## src/rtl/pfd_cp_pkg.sv

```systemverilog
package pfd_cp_pkg;
    typedef enum logic [1:0] {
        PS_IDLE     = 2'd0,
        PS_LEAD_REF = 2'd1,
        PS_LEAD_LO  = 2'd2,
        PS_CLEAR    = 2'd3
    } pfd_state_t;

    localparam logic [1:0] PM_NORMAL    = 2'b00;
    localparam logic [1:0] PM_FORCE_SRC = 2'b01;
    localparam logic [1:0] PM_FORCE_SNK = 2'b10;
    localparam logic [1:0] PM_FLOAT     = 2'b11;

    localparam logic [1:0] LD_LOCK     = 2'b00;
    localparam logic [1:0] LD_GND      = 2'b01;
    localparam logic [1:0] LD_READBACK = 2'b10;
    localparam logic [1:0] LD_WAVE     = 2'b11;
endpackage

```

## src/rtl/pfd_cp_core.sv

```systemverilog
module pfd_cp_core
    import pfd_cp_pkg::*;
#(
    parameter int RST_DLY = 2
) (
    input  logic clk,
    input  logic rst_n,
    input  logic ref_div,
    input  logic lo_div,
    output logic up_flag,
    output logic dn_flag,
    output logic lead_act,
    output logic cmp_done
);
    localparam int CW = (RST_DLY > 1) ? $clog2(RST_DLY) : 1;
    localparam logic [CW-1:0] CLR_LAST = CW'(RST_DLY - 1);

    pfd_state_t state, nxt;
    logic       ref_q, lo_q;
    logic [CW-1:0] clr_cnt;
    logic       ref_rise, lo_rise;

    assign ref_rise = ref_div & ~ref_q;
    assign lo_rise  = lo_div & ~lo_q;

    // state register and clear-window counter
    always_ff @(posedge clk) begin
        if (!rst_n) begin
            state   <= PS_IDLE;
            ref_q   <= 1'b0;
            lo_q    <= 1'b0;
            clr_cnt <= '0;
        end else begin
            state   <= nxt;
            ref_q   <= ref_div;
            lo_q    <= lo_div;
            clr_cnt <= (state == PS_CLEAR) ? clr_cnt + 1'b1 : '0;
        end
    end

    always_comb begin
        nxt = state;
        unique case (state)
            PS_IDLE: begin
                if (ref_rise && lo_rise) nxt = PS_CLEAR;
                else if (ref_rise)       nxt = PS_LEAD_REF;
                else if (lo_rise)        nxt = PS_LEAD_LO;
            end
            PS_LEAD_REF: if (lo_rise)  nxt = PS_CLEAR;
            PS_LEAD_LO:  if (ref_rise) nxt = PS_CLEAR;
            PS_CLEAR:    if (clr_cnt == CLR_LAST) nxt = PS_IDLE;
            default:     nxt = PS_IDLE;
        endcase
    end

    // flag outputs
    always_comb begin
        up_flag  = (state == PS_LEAD_REF) || (state == PS_CLEAR);
        dn_flag  = (state == PS_LEAD_LO) || (state == PS_CLEAR);
        lead_act = (state == PS_LEAD_REF) || (state == PS_LEAD_LO);
        cmp_done = (state != PS_CLEAR) && (nxt == PS_CLEAR);
    end
endmodule

```

## src/rtl/pfd_cp_lock.sv

```systemverilog
module pfd_cp_lock #(
    parameter int LOCK_CNT = 4
) (
    input  logic clk,
    input  logic rst_n,
    input  logic pll_en,
    input  logic lead_act,
    input  logic cmp_done,
    output logic locked
);
    localparam int LW = $clog2(LOCK_CNT + 1);
    localparam logic [LW-1:0] RUN_MAX = LW'(LOCK_CNT);

    logic [LW-1:0] run_cnt;
    logic          late;
    logic          tight, wide;

    // late: the leading flag was already set in the previous cycle
    assign tight = cmp_done && !late;
    assign wide  = lead_act && late;

    always_ff @(posedge clk) begin
        if (!rst_n) begin
            run_cnt <= '0;
            late    <= 1'b0;
            locked  <= 1'b0;
        end else begin
            late <= lead_act;
            if (!pll_en || wide) begin
                run_cnt <= '0;
                locked  <= 1'b0;
            end else if (tight) begin
                if (run_cnt != RUN_MAX) run_cnt <= run_cnt + 1'b1;
                if (run_cnt >= RUN_MAX - 1'b1) locked <= 1'b1;
            end
        end
    end
endmodule

```

## src/rtl/pfd_cp_drive.sv

```systemverilog
module pfd_cp_drive
    import pfd_cp_pkg::*;
#(
    parameter int CUR_W = 2
) (
    input  logic             up_flag,
    input  logic             dn_flag,
    input  logic             locked,
    input  logic             pll_en,
    input  logic [CUR_W-1:0] cur_sel,
    input  logic             pump_pol,
    input  logic [1:0]       pump_mode,
    input  logic [1:0]       ld_sel,
    input  logic             wave_sel,
    input  logic             rb_bit,
    input  logic             ref_div,
    input  logic             lo_div,
    output logic             pump_src,
    output logic             pump_snk,
    output logic             pump_hiz,
    output logic [CUR_W-1:0] pump_cur,
    output logic             ld_out
);
    always_comb begin
        pump_src = 1'b0;
        pump_snk = 1'b0;
        if (pll_en) begin
            unique case (pump_mode)
                PM_NORMAL: begin
                    pump_src = pump_pol ? dn_flag : up_flag;
                    pump_snk = pump_pol ? up_flag : dn_flag;
                end
                PM_FORCE_SRC: pump_src = 1'b1;
                PM_FORCE_SNK: pump_snk = 1'b1;
                default: ;
            endcase
        end
        pump_hiz = !(pump_src || pump_snk);
        pump_cur = cur_sel;
    end

    always_comb begin
        unique case (ld_sel)
            LD_LOCK:     ld_out = locked;
            LD_GND:      ld_out = 1'b0;
            LD_READBACK: ld_out = rb_bit;
            default:     ld_out = wave_sel ? lo_div : ref_div;
        endcase
    end
endmodule

```

## src/rtl/cp_pfd_ctrl.sv

```systemverilog
module cp_pfd_ctrl #(
    parameter int RST_DLY  = 2,
    parameter int LOCK_CNT = 4,
    parameter int CUR_W    = 2
) (
    input  logic             clk,
    input  logic             rst_n,
    input  logic             ref_div,
    input  logic             lo_div,
    input  logic             pll_en,
    input  logic [CUR_W-1:0] cur_sel,
    input  logic             pump_pol,
    input  logic [1:0]       pump_mode,
    input  logic [1:0]       ld_sel,
    input  logic             wave_sel,
    input  logic             rb_bit,
    output logic             pump_src,
    output logic             pump_snk,
    output logic             pump_hiz,
    output logic [CUR_W-1:0] pump_cur,
    output logic             ld_out
);
    logic up_w, dn_w, lead_w, done_w, locked_w;

    pfd_cp_core #(.RST_DLY(RST_DLY)) core_i (
        .clk(clk), .rst_n(rst_n), .ref_div(ref_div), .lo_div(lo_div),
        .up_flag(up_w), .dn_flag(dn_w), .lead_act(lead_w), .cmp_done(done_w)
    );

    pfd_cp_lock #(.LOCK_CNT(LOCK_CNT)) lock_i (
        .clk(clk), .rst_n(rst_n), .pll_en(pll_en),
        .lead_act(lead_w), .cmp_done(done_w), .locked(locked_w)
    );

    pfd_cp_drive #(.CUR_W(CUR_W)) drive_i (
        .up_flag(up_w), .dn_flag(dn_w), .locked(locked_w), .pll_en(pll_en),
        .cur_sel(cur_sel), .pump_pol(pump_pol), .pump_mode(pump_mode),
        .ld_sel(ld_sel), .wave_sel(wave_sel), .rb_bit(rb_bit),
        .ref_div(ref_div), .lo_div(lo_div),
        .pump_src(pump_src), .pump_snk(pump_snk), .pump_hiz(pump_hiz),
        .pump_cur(pump_cur), .ld_out(ld_out)
    );
endmodule

```

## config.mk

```make
export PLATFORM = sky130hd
export DESIGN_NAME = cp_pfd_ctrl
export DESIGN_NICKNAME = d
export VERILOG_FILES = /design/src/rtl/pfd_cp_pkg.sv /design/src/rtl/pfd_cp_core.sv /design/src/rtl/pfd_cp_lock.sv /design/src/rtl/pfd_cp_drive.sv /design/src/rtl/cp_pfd_ctrl.sv
export SDC_FILE = /design/constraint.sdc
export NUM_CORES = 1
export LEC_CHECK = 0
export ABC_CLOCK_PERIOD_IN_PS = 3000
export BUFFER_PORTS_ARGS = -buffer_cell sky130_fd_sc_hd__buf_2
export CAP_MARGIN = 20
export CORE_AREA = 5 5 42 44
export CTS_CLUSTER_SIZE = 10
export DETAILED_ROUTE_END_ITERATION = 16
export DIE_AREA = 0 0 47 49
export GPL_TIMING_DRIVEN = 0
export PLACE_DENSITY = 0.75
export SETUP_SLACK_MARGIN = 0.2
export SLEW_MARGIN = 20
export SYNTH_ARGS = -nofsm -noshare
export SYNTH_HDL_FRONTEND = slang
export SYNTH_SLANG_ARGS = --single-unit
```

## constraint.sdc

```tcl
create_clock -name clk -period 3 [get_ports clk]
set_input_delay 0.6 -clock clk [delete_from_list [all_inputs] [get_ports clk]]
set_output_delay 0.6 -clock clk [all_outputs]
set_load 0.02 [all_outputs]
```

# Word-level counts from Yosys, hierarchy flattened
# Cells that the tools add are included.
# classes
addsub	2
order_cmp	1
n_eq_ne	10
n_mux	15
n_bitwise	5
n_reduce_logical	19
# op_table
cell	n
2-to-1 mux 2 bit	6
equality test 2 bit, second input constant	5
case mux 2 bit (4 select lines)	1
equality test 2 x 1 -> 1 bit, second input constant	3
logical NOT 2 bit	3
AND reduction 2 bit	3
logical OR 1 bit	5
2-to-1 mux 1 bit	5
logical AND 1 bit	4
case mux 1 bit (2 select lines)	2
adder 3 x 1 -> 3 bit, second input constant	1
greater-or-equal comparator 3 x 2 -> 1 bit, second input constant	1
logical NOT 1 bit	3
inequality test 3 bit, second input constant	1
inverter 1 bit	3
case mux 1 bit (3 select lines)	1
bitwise AND 1 bit	2
inequality test 2 bit, second input constant	1
OR reduction 2 bit	1
adder 1 bit, second input constant	1
# totals
register_bits	10
input_bits	14
output_inout_bits	6
word_cells	59

# Longest topological paths before layout
# logic_depth
word_depth	10
ltp_mapped	7
ltp_nobuf	7

# By module
# Synthesis repeated with hierarchy kept, for this count alone.
# unflattened
hier_cells	79
hier_area_um2	694.4
# modules_own_cells
mod	instances	cells_each	area_per_inst_um2	seq_area_each_um2
pfd_cp_core	1	33	326.6	100.1
pfd_cp_lock	1	30	252.7	100.1
pfd_cp_drive	1	16	115.1	0.0

# Least setup slack after synthesis
# No wires, ideal clock.
# synth_timing
kind	input-to-output
start	input pump_pol
end	output pump_hiz
arrival_time_ns	1.571
t_required_ns	2.400
path_slack_ns	0.829
stages	4
n_path_buf	0
cell_sequence	nor2_1 a211oi_1 nor3b_1 nor2_1
# synth_via
elab_chain_len	5
word_cells_on_any_way	8
cone_classes	mux (6); reduce/logical (2)
# synth_rtl
item	line	text
from (decl)	cp_pfd_ctrl.sv:12	input logic pump_pol,
2-to-1 mux 1 bit	pfd_cp_drive.sv:30	pump_src = pump_pol ? dn_flag : up_flag;
case mux 1 bit (2 select lines)	pfd_cp_drive.sv:28	unique case (pump_mode)
2-to-1 mux 1 bit	pfd_cp_drive.sv:27	if (pll_en) begin
named net pump_src	cp_pfd_ctrl.sv:17	output logic pump_src,
logical OR 1 bit	pfd_cp_drive.sv:38	pump_hiz = !(pump_src || pump_snk);
logical NOT 1 bit	pfd_cp_drive.sv:38	
to (decl)	cp_pfd_ctrl.sv:19	output logic pump_hiz,
# The timed path passes the listed nets, and every way through them passes these cells.

# Final worst setup path
# layout_timing
start	register core_i.state[0]
end	register lock_i.run_cnt[0]
# layout_via
elab_chain_len	8
word_cells_on_any_way	20
cone_classes	eq/ne (5); mux (7); reduce/logical (8)
# layout_rtl
item	line	text
from (decl)	pfd_cp_core.sv:18	pfd_state_t state, nxt;
from (signal assigned)	pfd_cp_core.sv:34	state <= nxt;
2-to-1 mux 2 bit	pfd_cp_core.sv:47	else if (lo_rise) nxt = PS_LEAD_LO;
2-to-1 mux 2 bit	pfd_cp_core.sv:46	else if (ref_rise) nxt = PS_LEAD_REF;
2-to-1 mux 2 bit	pfd_cp_core.sv:45	if (ref_rise && lo_rise) nxt = PS_CLEAR;
case mux 2 bit (4 select lines)	pfd_cp_core.sv:43	unique case (state)
equality test 2 bit	pfd_cp_core.sv:61	cmp_done = (state != PS_CLEAR) && (nxt == PS_CLEAR);
logical AND 1 bit	pfd_cp_core.sv:61	
logical AND 1 bit	pfd_cp_lock.sv:19	assign tight = cmp_done && !late;
AND reduction 2 bit (no source line)	-	
to (signal assigned)	pfd_cp_lock.sv:33	if (run_cnt != RUN_MAX) run_cnt <= run_cnt + 1'b1;
to (decl)	pfd_cp_lock.sv:14	logic [LW-1:0] run_cnt;
# Several ways; a longest one is shown, not always the timed one.
# A chain may end at the register's enable or synchronous reset.

==> impl_metrics.ini <==
[global_route]
grt_use_total = 0.126
pin_count_of_the_biggest_net_entering_global_routing = 8
grt_first_pass_wirelength_um = 2140
grt_antenna_before_repair = 0
first_global_vias = 527
leftover_overflow_at_the_end_of_global_routing = 0

[synthesis]
mappedNetlistNets = 95
ys_types = 29
synth_cells = 74
postSynthAreaPerCell_um2 = 8.57
synth-warning-count = 0
synth_enable_flop_cells = 0
postSynth.asyncResetShare = 0
synth-seq-cells = 10
synth-main-ff-cell = sky130_fd_sc_hd__dfxtp_1
mappedNetlistArea_um2 = 634
synth.yosys.seq_area_share = 0.316

[clock_network]
clkTransAtPathRegs_ns = 0.07
post_cts_gate_resize_count = 0
tritoncts.num_buffers = 3
postcts_setup_bufs = 0
cts-hold-fix-buffers = 0
cts_htree_levels = 1
numClockSinks = 10
root_buffer = sky130_fd_sc_hd__clkbuf_4
cts_max_path_buffers = 2
tritoncts = yes
worstSkewPairLatency_ns = 0.28

[worst_setup_path]
critical_path.reg2reg.startpoint = core_i.state[0]
crit_required_ns = 3.21
startpoint_type = register
timing.reg2reg.worst_path_depth = 7
rr_endpoint = lock_i.run_cnt[0]
cp-startpoint = core_i.state[0]
setup.worst_path.end = lock_i.run_cnt[0]
worstPathMaxFanout = 7
critical_path_arrival_ns = 2.51
criticalPathCategory = reg -> reg
cp-end-kind = register
setup.reg_to_reg.worst_slack_ns = 0.70

[placement]
post_dp_cell_area_um2 = 739
placed_cells_incl_taps = 107
dp_worst_setup_slack_ns = 0.715
detailed_place_hpwl_um = 1020
numPortBuffers = 17
place_congestion = 0.826

[cells_and_area]
area.growth.synth_to_final_pct = 22.3
final_layout_size_suffix_gt1_frac = 0.253
final_util = 0.554
seqCellArea_um2 = 200
finalInstanceArea_um2 = 776
num-nets-final = 117
total_area_of_multi_input_combinational_cells_um2 = 393
layoutNonFillerInstCount = 111
layout.cells.most_common = sky130_fd_sc_hd__buf_2
n_fill_cell = 139
insertedDiodeCount = 0
most-common-layout-cells = 17 x sky130_fd_sc_hd__buf_2, 10 x sky130_fd_sc_hd__dfxtp_1, 7 x sky130_fd_sc_hd__inv_1, 7 x sky130_fd_sc_hd__nor2_1, 7 x sky130_fd_sc_hd__ha_1

[drt]
via_count = 583
post-route-drc-count = 0
dr.pass1.iters = 3
wl_um = 1270
drtAntennaViolNets = 0
route.detailed.vias_per_inst = 5.25
drt_first_iter_violations = 14
average_detailed_routed_wire_length_per_instance_um = 11.4

[power]
power_density_nw_per_um2 = 524
power.total_mw = 0.406
max-vdd-ir-drop_uv = 276
power.leakage_nw = 0.354

[min_path]
holdCritPathClass = reg -> reg

[sta]
tns_ns = 0
post-route-min-period_ns = 2.30
worst_slack_ns = 0.701
finalMaxSlewViolations = 0
fin_worst_skew_ns = 0.00499
timing.fmax_mhz = 435
rsz0062_at_grt = false
min_period_over_period = 0.766
report.final.setup_viol = 0
tightestPinTransition_ns = 0.265
worst_hold_slack_ns = 0.472
finalHoldViolCount = 0
maxSlewHeadroom = 0.822

[run_status]
run_status = finished clean

[die]
count_of_standard_cell_rows = 14
starting_density_of_the_core = 0.453
die_width_um = 47
boundaryPins = 20
chipHeight_um = 49
coreArea_um2 = 1400
dieArea_um2 = 2300

[flow_run]
max-cap-violations = 0
[final cells by class]
type                    count  share of cell area
inverters                   7              0.0339
repair buffers             17               0.110
plain buffers               2              0.0194
multi-input cells          55               0.506
clock buffers               4              0.0468
well taps                  16              0.0258
flip-flops and latches     10               0.258
[cell usage after synthesis, types with 2 or more instances]
master / n / area, um^2
sky130_fd_sc_hd__a211oi_1: 4 / 30.0
sky130_fd_sc_hd__a21oi_1: 2 / 10.0
sky130_fd_sc_hd__and2_1: 5 / 31.3
sky130_fd_sc_hd__buf_4: 2 / 15.0
sky130_fd_sc_hd__dfxtp_1: 10 / 200
sky130_fd_sc_hd__ha_1: 7 / 87.6
sky130_fd_sc_hd__inv_1: 7 / 26.3
sky130_fd_sc_hd__mux2i_1: 2 / 20.0
sky130_fd_sc_hd__nand2_1: 5 / 18.8
sky130_fd_sc_hd__nand2b_1: 2 / 12.5
sky130_fd_sc_hd__nor2_1: 7 / 26.3
sky130_fd_sc_hd__nor3b_1: 2 / 15.0
sky130_fd_sc_hd__o211ai_1: 2 / 15.0
sky130_fd_sc_hd__o31ai_1: 2 / 15.0
[kinds of logic (layout without fill, tap and decap cells)]
family          after synthesis  after routing  synth area share
simple gates                 28             28             0.233
compound gates               18             18             0.217
flops                        10             10             0.316
buf+inv                       9             30            0.0651
fa+ha+maj                     7              7             0.138
mux                           2              2            0.0316
[critical path: stages, from the launching register on]
cell and delay, ns:
sky130_fd_sc_hd__dfxtp_1 0.46, sky130_fd_sc_hd__inv_1 0.12, sky130_fd_sc_hd__ha_1 0.29, sky130_fd_sc_hd__and3b_1 0.21, sky130_fd_sc_hd__o221a_1 0.22, sky130_fd_sc_hd__a2111o_1 0.45, sky130_fd_sc_hd__or3_1 0.34, sky130_fd_sc_hd__a21oi_1 0.14
[power by group]
| part | internal, mW | switching (mW) | total, mW |
|---|---|---|---|
| Sequential | 0.144 | 0.0133 | 0.157 |
| Clock | 0.0739 | 0.0545 | 0.128 |
| Combinational | 0.0545 | 0.0661 | 0.121 |
[state kept, by name, summed over array words and instances (netlist names)]
| register | cells |
|---|---|
| core_i.lo_q | 1 |
| lock_i.late | 1 |
| core_i.clr_cnt | 1 |
| lock_i.run_cnt | 3 |
| core_i.state | 2 |
| core_i.ref_q | 1 |
| lock_i.locked | 1 |
[layer usage]
layer / track usage / share of wire / routed length [um]
met1: 0.153 / 0.42 / 529
met3: 0.0554 / 0.049 / 62
met5: 0 / 0 / 0
met4: 0.0599 / 0.024 / 30
met2: 0.183 / 0.51 / 646
[how the worst min path moves through the flow]
stage	end	start	depth (start not counted)	slack, ns
4_1_cts	lock_i.locked	lock_i.locked	1	0.48
2_1_floorplan	lock_i.locked	lock_i.locked	1	0.44
5_1_grt	lock_i.locked	lock_i.locked	1	0.51
6_report	lock_i.locked	lock_i.locked	1	0.47
3_3_place_gp	lock_i.locked	lock_i.locked	1	0.46
3_5_place_dp	lock_i.locked	lock_i.locked	1	0.46
Note: power is estimated with default switching activity, not from simulation.
